File: src/rtl/rq_pkg.sv
package rq_pkg;
  // clamp a micro-op count into a legal slot count
  function automatic int rq_slots(int uops, int depth);
    if (uops < 1) return 1;
    if (uops > depth) return depth;
    return uops;
  endfunction
endpackage

File: src/rtl/rq_slot_calc.sv
module rq_slot_calc #(
  parameter int UOP_W = 5,
  parameter int DEPTH = 16,
  parameter int CNT_W = 5
) (
  input  logic [UOP_W-1:0] uops_i,
  output logic [CNT_W-1:0] slots_o
);
  always_comb slots_o = CNT_W'(rq_pkg::rq_slots(int'({1'b0, uops_i}), DEPTH));
endmodule

File: src/rtl/rq_retire_walk.sv
module rq_retire_walk #(
  parameter int DEPTH = 16,
  parameter int LANES = 3,
  parameter int PTR_W = 4,
  parameter int CNT_W = 5,
  parameter int LIM_W = 2
) (
  input  logic [PTR_W-1:0]            head_i,
  input  logic [CNT_W-1:0]            free_i,
  input  logic [LIM_W-1:0]            limit_i,
  input  logic [DEPTH-1:0]            used_i,
  input  logic [DEPTH-1:0]            done_i,
  input  logic [DEPTH-1:0][CNT_W-1:0] cnt_i,
  output logic [LANES-1:0]            valid_o,
  output logic [LANES-1:0][PTR_W-1:0] slot_o,
  output logic [CNT_W-1:0]            freed_o,
  output logic [PTR_W-1:0]            head_o
);
  logic [PTR_W-1:0] p;
  logic [CNT_W-1:0] fr;
  logic             run;
  int               cap;

  always_comb begin
    p   = head_i;
    fr  = '0;
    run = 1'b1;
    cap = (limit_i == '0) ? LANES : int'({1'b0, limit_i});
    for (int k = 0; k < LANES; k++) begin
      slot_o[k]  = p;
      valid_o[k] = run && (k < cap)
                   && (({1'b0, free_i} + {1'b0, fr}) < (CNT_W+1)'(DEPTH))
                   && used_i[p] && done_i[p];
      if (valid_o[k]) begin
        fr = fr + cnt_i[p];
        p  = p + cnt_i[p][PTR_W-1:0];
      end else begin
        run = 1'b0;
      end
    end
    freed_o = fr;
    head_o  = p;
  end
endmodule

File: src/rtl/retire_queue.sv
module retire_queue #(
  parameter int DEPTH = 16,
  parameter int LANES = 3,
  parameter int IDX_W = 8,
  parameter int UOP_W = 5,
  localparam int PTR_W = $clog2(DEPTH),
  localparam int CNT_W = PTR_W + 1,
  localparam int LIM_W = $clog2(LANES + 1)
) (
  input  logic                       clk_i,
  input  logic                       rst_ni,
  input  logic                       rsv_valid_i,
  input  logic [IDX_W-1:0]           rsv_idx_i,
  input  logic [UOP_W-1:0]           rsv_uops_i,
  output logic                       rsv_ready_o,
  output logic [PTR_W-1:0]           rsv_token_o,
  input  logic                       exe_valid_i,
  input  logic [PTR_W-1:0]           exe_token_i,
  input  logic [LIM_W-1:0]           ret_limit_i,
  output logic [LANES-1:0]           ret_valid_o,
  output logic [LANES-1:0][IDX_W-1:0] ret_idx_o
);
  logic [DEPTH-1:0]            used_q, done_q;
  logic [DEPTH-1:0][CNT_W-1:0] cnt_q;
  logic [DEPTH-1:0][IDX_W-1:0] idx_q;
  logic [PTR_W-1:0]            head_q, tail_q, head_nxt;
  logic [CNT_W-1:0]            free_q, freed, slots;
  logic [LANES-1:0][PTR_W-1:0] ret_slot;
  logic                        fire;

  rq_slot_calc #(.UOP_W(UOP_W), .DEPTH(DEPTH), .CNT_W(CNT_W)) u_calc (
    .uops_i (rsv_uops_i),
    .slots_o(slots)
  );

  rq_retire_walk #(
    .DEPTH(DEPTH), .LANES(LANES), .PTR_W(PTR_W), .CNT_W(CNT_W), .LIM_W(LIM_W)
  ) u_walk (
    .head_i (head_q),
    .free_i (free_q),
    .limit_i(ret_limit_i),
    .used_i (used_q),
    .done_i (done_q),
    .cnt_i  (cnt_q),
    .valid_o(ret_valid_o),
    .slot_o (ret_slot),
    .freed_o(freed),
    .head_o (head_nxt)
  );

  assign rsv_ready_o = (slots <= free_q);
  assign rsv_token_o = tail_q;
  assign fire        = rsv_valid_i && rsv_ready_o;

  for (genvar g = 0; g < LANES; g++) begin : g_lane
    assign ret_idx_o[g] = idx_q[ret_slot[g]];
  end

  always_ff @(posedge clk_i or negedge rst_ni) begin
    if (!rst_ni) begin
      used_q <= '0;
      done_q <= '0;
      cnt_q  <= '0;
      idx_q  <= '0;
      head_q <= '0;
      tail_q <= '0;
      free_q <= CNT_W'(DEPTH);
    end else begin
      for (int k = 0; k < LANES; k++) begin
        if (ret_valid_o[k]) begin
          used_q[ret_slot[k]] <= 1'b0;
          done_q[ret_slot[k]] <= 1'b0;
        end
      end
      if (fire) begin
        used_q[tail_q] <= 1'b1;
        done_q[tail_q] <= 1'b0;
        cnt_q[tail_q]  <= slots;
        idx_q[tail_q]  <= rsv_idx_i;
        tail_q         <= tail_q + slots[PTR_W-1:0];
      end
      if (exe_valid_i) done_q[exe_token_i] <= 1'b1;
      head_q <= head_nxt;
      free_q <= free_q - (fire ? slots : '0) + freed;
    end
  end
endmodule

File: config.mk
export PLATFORM = sky130hd
export DESIGN_NAME = retire_queue
export DESIGN_NICKNAME = d
export VERILOG_FILES = /design/src/rtl/rq_pkg.sv /design/src/rtl/rq_slot_calc.sv /design/src/rtl/rq_retire_walk.sv /design/src/rtl/retire_queue.sv
export SDC_FILE = /design/constraint.sdc
export NUM_CORES = 1
export LEC_CHECK = 0
export ABC_AREA = 1
export BUFFER_PORTS_ARGS = -buffer_cell sky130_fd_sc_hd__buf_2
export CORE_UTILIZATION = 30
export DETAILED_ROUTE_END_ITERATION = 10
export SYNTH_ARGS = -nofsm -noshare
export SYNTH_HDL_FRONTEND = slang
export SYNTH_SLANG_ARGS = --single-unit
File: constraint.sdc
create_clock -name clk_i -period 14.45 [get_ports clk_i]
set_input_delay 2.1675 -clock clk_i [delete_from_list [all_inputs] [get_ports clk_i]]
set_output_delay 2.1675 -clock clk_i [all_outputs]
set_load 0.02 [all_outputs]
==> summary.txt, run 1 <==
Cells and area
  – Fin nets: between 2000 and 3000
  – Fin cells: roughly 3400
  – Share of layout cells above drive strength 1: under 10%
  – ANT cells: 0
  – Area added between synthesis and finish: 11.3%

Logic synthesis
  – Top-count cell post-synth: nand2_1
  – Synth Register Bits: roughly 250
  – Asr flop ratio synth: 100%
  – Main synth FF type: dfrtp_1
  – Yosys warning total: 0
  – Ranking of synthesized cells by area: dfrtp_1 35%, nand2_1 17%, o21ai_0 10%
  – Yosys top cell area share: about 35%
  – Synth Instances: around 2600
  – Mapped cell area: roughly 18000 um2
  – Commonest cells post-synth: 792 x nand2_1, 362 x o21ai_0, 354 x inv_1
  – EDFF count, synth: 0
  – Avg Inst Size Synth: approximately 6.7 um2
  – Seq/Total Area, Yosys: between 30 and 40%
  – Mapped Nets: around 2700
  – Post-synthesis cell type count: 50
  – Synth area leader: dfrtp_1

STA
  – Unrepaired setup endpoints after global routing: false
  – Max-slew violation count: 0
  – Smallest hold slack: 0.484 ns
  – # setup viols final: 0
  – Final clock skew: around 0.024 ns
  – Slew headroom: about a quarter
  – Period utilisation layout: between 80% and 90%
  – Final worst path period need: roughly 12 ns
  – Final Hold Viols: 0
  – Tightest Pin Transition: ~1.1 ns
  – Max Freq: 85.7 MHz
  – Setup TNS: 0 ns

Placed design
  – Placed Cells: approximately 3400
  – Routability Congestion: a little under 1
  – IO buf count: 54
  – Dpl hpwl: between 40 and 50 mm

Worst setup path
  – CP max FO: 44
  – CP Class: flip-flop to output port
  – Worst r2r src: head_q[0]
  – R2r setup slk: 3.17 ns
  – Crit path max-delay family: buffers and inverters
  – CP Launch Type: flip-flop
  – Reg2reg path depth: ~50
  – Slowest cell on crit path: fa_1
  – Req. time, crit path: between 10 and 15 ns
  – Logic depth of the worst path, buffers included: 38
  – CP max stage delay: roughly 0.52 ns
  – Worst setup path endpoint: ret_valid_o[2]
  – Reg-to-reg endpoint: free_q[4]
  – Critical Path AT: between 9 and 10 ns
  – Crit path from: head_q[0]
  – CP dominant cell by count: nand2_1
  – Critical Path End Type: output port
  – Buf+Inv Stages, Crit Path: 9

GRT
  – Vias in the first global route: 17188
  – Total Routing Usage GR: 23.4%
  – First-pass GRT wire length: 108 mm
  – Antenna violations before repair: 0
  – Largest net degree at the start of global routing: 109
  – GRT Residual Overflow: 0

Clocking
  – CTS max path bufs: 3
  – Setup bufs post-CTS: 0
  – Num CTS Buffers: 28
  – H-tree Lvls: 1
  – CTS tree: done
  – Worst-Skew Late Latency: around 0.62 ns
  – Hold-fix buffers at CTS: 0
  – Clk sinks: 253
  – Root Driver: clkbuf_16
  – Post-CTS sizing: 0
  – Clock slew at reported path FFs: 0.06 ns

Run status
  – Status: completed

Floorplan
  – Vertical die dimension: around 250 um
  – Number of cell rows: between 80 and 90
  – Initial Util: a little under a third
  – Die width: ~250 um
  – Area of the core: ~58000 um2
  – Number of I/O pins: 55
  – Die ar.: 60200 um2

Routing
  – Routed Antenna Nets: 0
  – Via density: about 5.4
  – Initial detailed-routing violation count: around 2200
  – DRC: 0
  – Via count: around 19000
  – Wirelength per Cell: 20.8 um
  – First-pass detailed-route iteration total: 7
  – Detailed-route wire length: 70.9 mm

Pwr
  – Power per cell area: between 200 and 300 nW/um2
  – Leakage power figure: roughly 9.6 nW
  – Peak VDD IR: about 0.17 mV

Job
  – Maxcap violations: 0

Hold path
  – Hold Crit Class: flip-flop to flip-flop
stage by stage:
step / setup slack (ns) / total power, mW / instance area, um2 / utilization [%]
detailed placement: 3.29 / 4.62 / 18700 / 32.2
finish: 2.78 / 5.53 / 19800 / 34.0
CTS: 2.95 / 5.44 / 19800 / 34.0
global placement: 3.34 / 4.61 / 18700 / 32.2
floorplan: 5.33 / 3.58 / 17800 / -
global route: 2.37 / 5.93 / 19800 / 34.0
worst register-to-register path, delay by kind of cell (launching register included):
family,cells,cell delay (ns)
AND/OR/NAND/NOR,19,3.33
buffers and inverters,12,2.70
adder cells (fa/ha/maj),7,2.69
AO/OA/AOI/OAI,10,1.97
flip-flops,1,0.42
XOR/XNOR,1,0.15
power by group:
group / internal (mW) / total, mW / switching [mW]
Clock: 0.472 / 0.811 / 0.339
Sequential: 1.02 / 1.29 / 0.269
Combinational: 1.05 / 3.43 / 2.38
sequential cells by signal, summed over array words and instances, names as in the netlist:
register	cells
rsv_token_o	4
head_q	4
done_q	16
used_q	16
free_q	5
idx_q	128
cnt_q	80
metal layers:
| metal | routed length, um | up-vias | GRT usage [%] |
|---|---|---|---|
| met2 | 30200 | 987 | 35.3 |
| met1 | 30200 | 8657 | 32.2 |
| met5 | 0 | - | 0 |
| met4 | 3830 | 0 | 11.3 |
| li1 | - | 8744 | - |
| met3 | 6680 | 218 | 3.81 |
cell type report:
class                           count  area, um2
Clock buffer                       38        818
Clock inverter                     14        216
Fill cell                        6326      38400
Inverter                          366       1380
Multi-Input combinational cell   1876       9420
Sequential cell                   253       6330
Tap cell                          765        957
Timing Repair Buffer              104        656
cells in the final DEF (no fill, tap or decap), types with 7 or more instances in the layout:
cell       instances
nand2_1          789
o21ai_0          362
inv_1            354
dfrtp_1          252
o22ai_1          241
nand3_1          127
nor2_1            94
buf_2             53
buf_4             50
nand4_1           48
a21oi_1           37
ha_1              37
clkbuf_16         28
nand2_2           15
o21ai_1           13
a22oi_1           12
xor2_1            12
inv_2              9
nor2_2             9
fa_1               9
clkbuf_8           8
nand2_4            7
worst min-delay path by stage:
stage / depth (start not counted) / to / startpoint
3_3_place_gp: 2 / idx_q[5] / idx_q[5]
5_1_grt: 2 / idx_q[109] / idx_q[109]
4_1_cts: 2 / idx_q[0] / idx_q[0]
3_5_place_dp: 2 / idx_q[0] / idx_q[0]
2_1_floorplan: 2 / cnt_q[43] / cnt_q[43]
6_report: 2 / idx_q[58] / idx_q[58]
kinds of logic after synthesis:
family / after synthesis / synth area share [%]
DFF: 253 / 35.6
xor gates and xnor gates: 15 / 0.739
and+or+nand+nor: 1117 / 26.4
AOI/OAI and AO/OA: 698 / 22.2
buffers and inverters: 510 / 11.4
adders and majority gates: 46 / 3.62
Note: power is estimated with default switching activity, not from simulation.
==> run 2: changes to the inputs <==
Settings changed: ABC_AREA 1 to 0.
Clock period 14.45 ns to 10.2 ns, I/O delays scaled along.
==> run 2 against run 1 <==
Critical path depth is 13 lower; setup slack worse by 2.5 ns; the run now ends with design-rule violations left; synthesized cell count decreased by 23%; non-clock buffer count is 37 higher; global-route usage is 0.65 points higher; total power is 57% higher; sequential power increased by 57%; cell count decreased by 16%; highest routed layer unchanged.
==> summary.txt, run 2 <==
Routing
  – Routed Antenna Nets: 0 (unchanged)
  – Detailed-route wire length: 73.1 mm (was 70.9 mm)
  – Via density: 6.03 (was 5.45)
  – Wirelength per Cell: 25.6 um (was 20.8 um)
  – Via count: 17208 (was 18606)
  – First-pass detailed-route iteration total: 8 (was 7)
  – Initial detailed-routing violation count: 1811 (was 2186)
  – DRC: 4 (was 0)

Run status
  – Failing checks: design-rule violations
  – Status: complete, but fails checks (was completed)

GRT
  – Antenna violations before repair: 0 (unchanged)
  – GRT Residual Overflow: 0 (unchanged)
  – Largest net degree at the start of global routing: 110 (was 109)
  – Total Routing Usage GR: 24.0% (was 23.4%)
  – First-pass GRT wire length: 110 mm (was 108 mm)
  – Vias in the first global route: 16425 (was 17188)

Floorplan
  – Number of I/O pins: 55 (unchanged)
  – Die width: 247 um (was 245 um)
  – Area of the core: 59100 um2 (was 58100 um2)
  – Number of cell rows: 89 (was 88)
  – Vertical die dimension: 247 um (was 245 um)
  – Die ar.: 61000 um2 (was 60200 um2)
  – Initial Util: 30.4% (was 30.6%)

Worst setup path
  – CP Launch Type: flip-flop (unchanged)
  – Critical Path AT: 8.35 ns (was 9.50 ns)
  – Worst r2r src: head_q[1] (was head_q[0])
  – Crit path from: head_q[1] (was head_q[0])
  – CP max FO: 93 (was 44)
  – Critical Path End Type: output port (unchanged)
  – Req. time, crit path: 8.67 ns (was 12.28 ns)
  – CP Class: flip-flop to output port (unchanged)

Logic synthesis
  – Asr flop ratio synth: 100% (unchanged)
  – Yosys top cell area share: 35.0% (was 35.5%)
  – Seq/Total Area, Yosys: 35.2% (was 35.6%)
  – EDFF count, synth: 0 (unchanged)
  – Commonest cells post-synth: 624 x nand2_1, 252 x dfrtp_1, 118 x clkbuf_1 (was 792 x nand2_1, 362 x o21ai_0, 354 x inv_1)
  – Main synth FF type: dfrtp_1 (unchanged)
  – Mapped Nets: 2111 (was 2708)
  – Avg Inst Size Synth: 8.82 um2 (was 6.73 um2)
  – Mapped cell area: 18000 um2 (was 17800 um2)
  – Top-count cell post-synth: nand2_1 (unchanged)
  – Synth area leader: dfrtp_1 (unchanged)
  – Ranking of synthesized cells by area: dfrtp_1 35%, nand2_1 13%, mux4_2 10% (was dfrtp_1 35%, nand2_1 17%, o21ai_0 10%)
  – Yosys warning total: 0 (unchanged)
  – Post-synthesis cell type count: 83 (was 50)
  – Synth Instances: 2042 (was 2639)
  – Synth Register Bits: 253 (unchanged)

Clocking
  – H-tree Lvls: 1 (unchanged)
  – Clk sinks: 253 (unchanged)
  – Root Driver: clkbuf_16 (unchanged)
  – Clock slew at reported path FFs: 0.06 ns (about the same)
  – CTS tree: done (unchanged)
  – Num CTS Buffers: 29 (was 28)
  – CTS max path bufs: 3 (unchanged)
  – Hold-fix buffers at CTS: 0 (unchanged)
  – Worst-Skew Late Latency: 0.60 ns (was 0.62 ns)

Cells and area
  – Biggest regs: idx_q (128), cnt_q (80) (unchanged)
  – Fin nets: 2126 (was 2698)
  – ANT cells: 0 (unchanged)
  – Largest Register: idx_q (unchanged)
  – Area added between synthesis and finish: 13.5% (was 11.3%)
  – Max reg flops: 128 (unchanged)
  – Commonest non-fill, non-tap cell in the layout: nand2_1 (unchanged)
  – Most frequent cells in the layout: 622 x nand2_1, 249 x dfrtp_1, 103 x mux2_2, 100 x o21ai_0, 97 x nand3_1 (was 789 x nand2_1, 362 x o21ai_0, 354 x inv_1, 252 x dfrtp_1, 241 x o22ai_1)
  – Share of layout cells above drive strength 1: 19.7% (was 8.07%)

Placed design
  – Pre-CTS setup slack: 0.304 ns (was 3.29 ns)
  – Routability Congestion: 0.960 (was 0.975)
  – Dpl hpwl: 48.7 mm (was 46.3 mm)
  – IO buf count: 54 (unchanged)

STA
  – Final clock skew: 0.0117 ns (was 0.0244 ns)
  – Slew headroom: 15.1% (was 23.8%)
  – Tightest Pin Transition: 1.27 ns (was 1.14 ns)
  – Period utilisation layout: about 97%
  – Max-slew violation count: 0 (unchanged)
  – Setup TNS: 0 ns (unchanged)
  – Final Hold Viols: 0 (unchanged)
  – Worst Setup Slack, final: 0.322 ns (was 2.78 ns)
  – Final worst path period need: ~9.9 ns
  – Unrepaired setup endpoints after global routing: false (unchanged)
  – # setup viols final: 0 (unchanged)
  – Max Freq: between 100 and 150 MHz

Pwr
  – Total Power: 8.69 mW (was 5.53 mW)
  – Leakage power figure: 8.70 nW (was 9.64 nW)
  – Power per cell area: 425 nW/um2 (was 280 nW/um2)
  – Peak VDD IR: 0.304 mV (was 0.167 mV)

Job
  – Maxcap violations: 0 (unchanged)

Hold path
  – Worst hold path startpoint: used_q[4] (was idx_q[58])
  – Hold Crit Class: flip-flop to flip-flop (unchanged)
## run 2: changes by cell type after synthesis, sizes merged, moves of 58 or more
cell,previous run,this run
o22ai,241,1
mux4,0,80
and3,1,59
o21ai,377,103
mux2,0,103
nor2,109,40
nand2,811,624
inv,364,43
## run 2: where the power goes
group          switching [mW]  internal, mW  total (mW)
combinational            3.46          2.04        5.50
sequential              0.566          1.45        2.02
clock                   0.480         0.688        1.17
## run 2: cell type report
class | count | area, um2
flip-flops and latches | 253 | 6340
inverters | 44 | 169
repair buffers | 141 | 946
well taps | 773 | 967
clock buffers | 37 | 806
clock inverters | 17 | 240
multi-input cells | 1588 | 11000
fillers | 6035 | 38700
## run 2: layer usage
layer | GRT usage (%) | vias up | routed length (um)
li1 | - | 7409 | -
met1 | 32.4 | 8553 | 30000
met2 | 37.3 | 1045 | 32500
met3 | 4.33 | 201 | 6730
met4 | 10.6 | 0 | 3960
met5 | 0 | - | 0
## run 2: through the flow
step / instance area [um2] / instances / util (%) / hold WS [ns]
4_1_cts: 20400 / 2844 / 34.4 / 0.511
6_report: 20400 / 2853 / 34.6 / 0.507
5_1_grt: 20400 / 2853 / 34.6 / 0.542
3_3_place_gp: 19300 / 2790 / 32.7 / 0.489
3_5_place_dp: 19300 / 2790 / 32.7 / 0.495
2_1_floorplan: 18000 / 2042 / - / 0.464
## run 2: cells by family after synthesis
family          Yosys count  share of synthesized area, %
simple gates            908                          21.7
compound gates          373                          14.6
flops                   253                          35.2
mux                     232                          19.2
buf+inv                 201                          4.40
fa+ha+maj                47                          3.63
xor+xnor                 28                          1.36
## run 2: path summary, 6_finish.rpt
path                                  end  slack, ns  depth (start not counted)
min in group asynchronous       cnt_q[43]       0.98                          1
max in group asynchronous       idx_q[88]       7.60                          2
hold / removal                  used_q[4]       0.51                          2
setup reg to reg                free_q[4]       0.57                         33
setup / recovery           ret_valid_o[2]       0.32                         25
hold reg to reg                 used_q[4]       0.51                          2
## run 2: critical path, cell delays in order, from the launching register on
cell	delay, ns
dfrtp_4	0.63
buf_4	0.46
mux2_2	0.41
o41ai_1	0.63
a2111o_1	0.39
o21ai_0	0.12
buf_4	0.23
nand2_4	0.10
buf_12	0.38
mux2_2	0.41
o211ai_1	0.21
and4_1	0.39
xor2_1	0.11
ha_1	0.27
o21a_1	0.20
a221oi_1	0.28
nand3_1	0.16
xor2_1	0.28
ha_1	0.29
nor4b_1	0.23
and3_1	0.22
nand2_1	0.06
nor2_1	0.37
o21ai_0	0.16
nor3_1	0.40
buf_2	0.26
## run 2: timing repair
action,in CTS,in global routing
setup endpoints to repair,0,3
gates resized for setup,0,1
buffers inserted,0,9
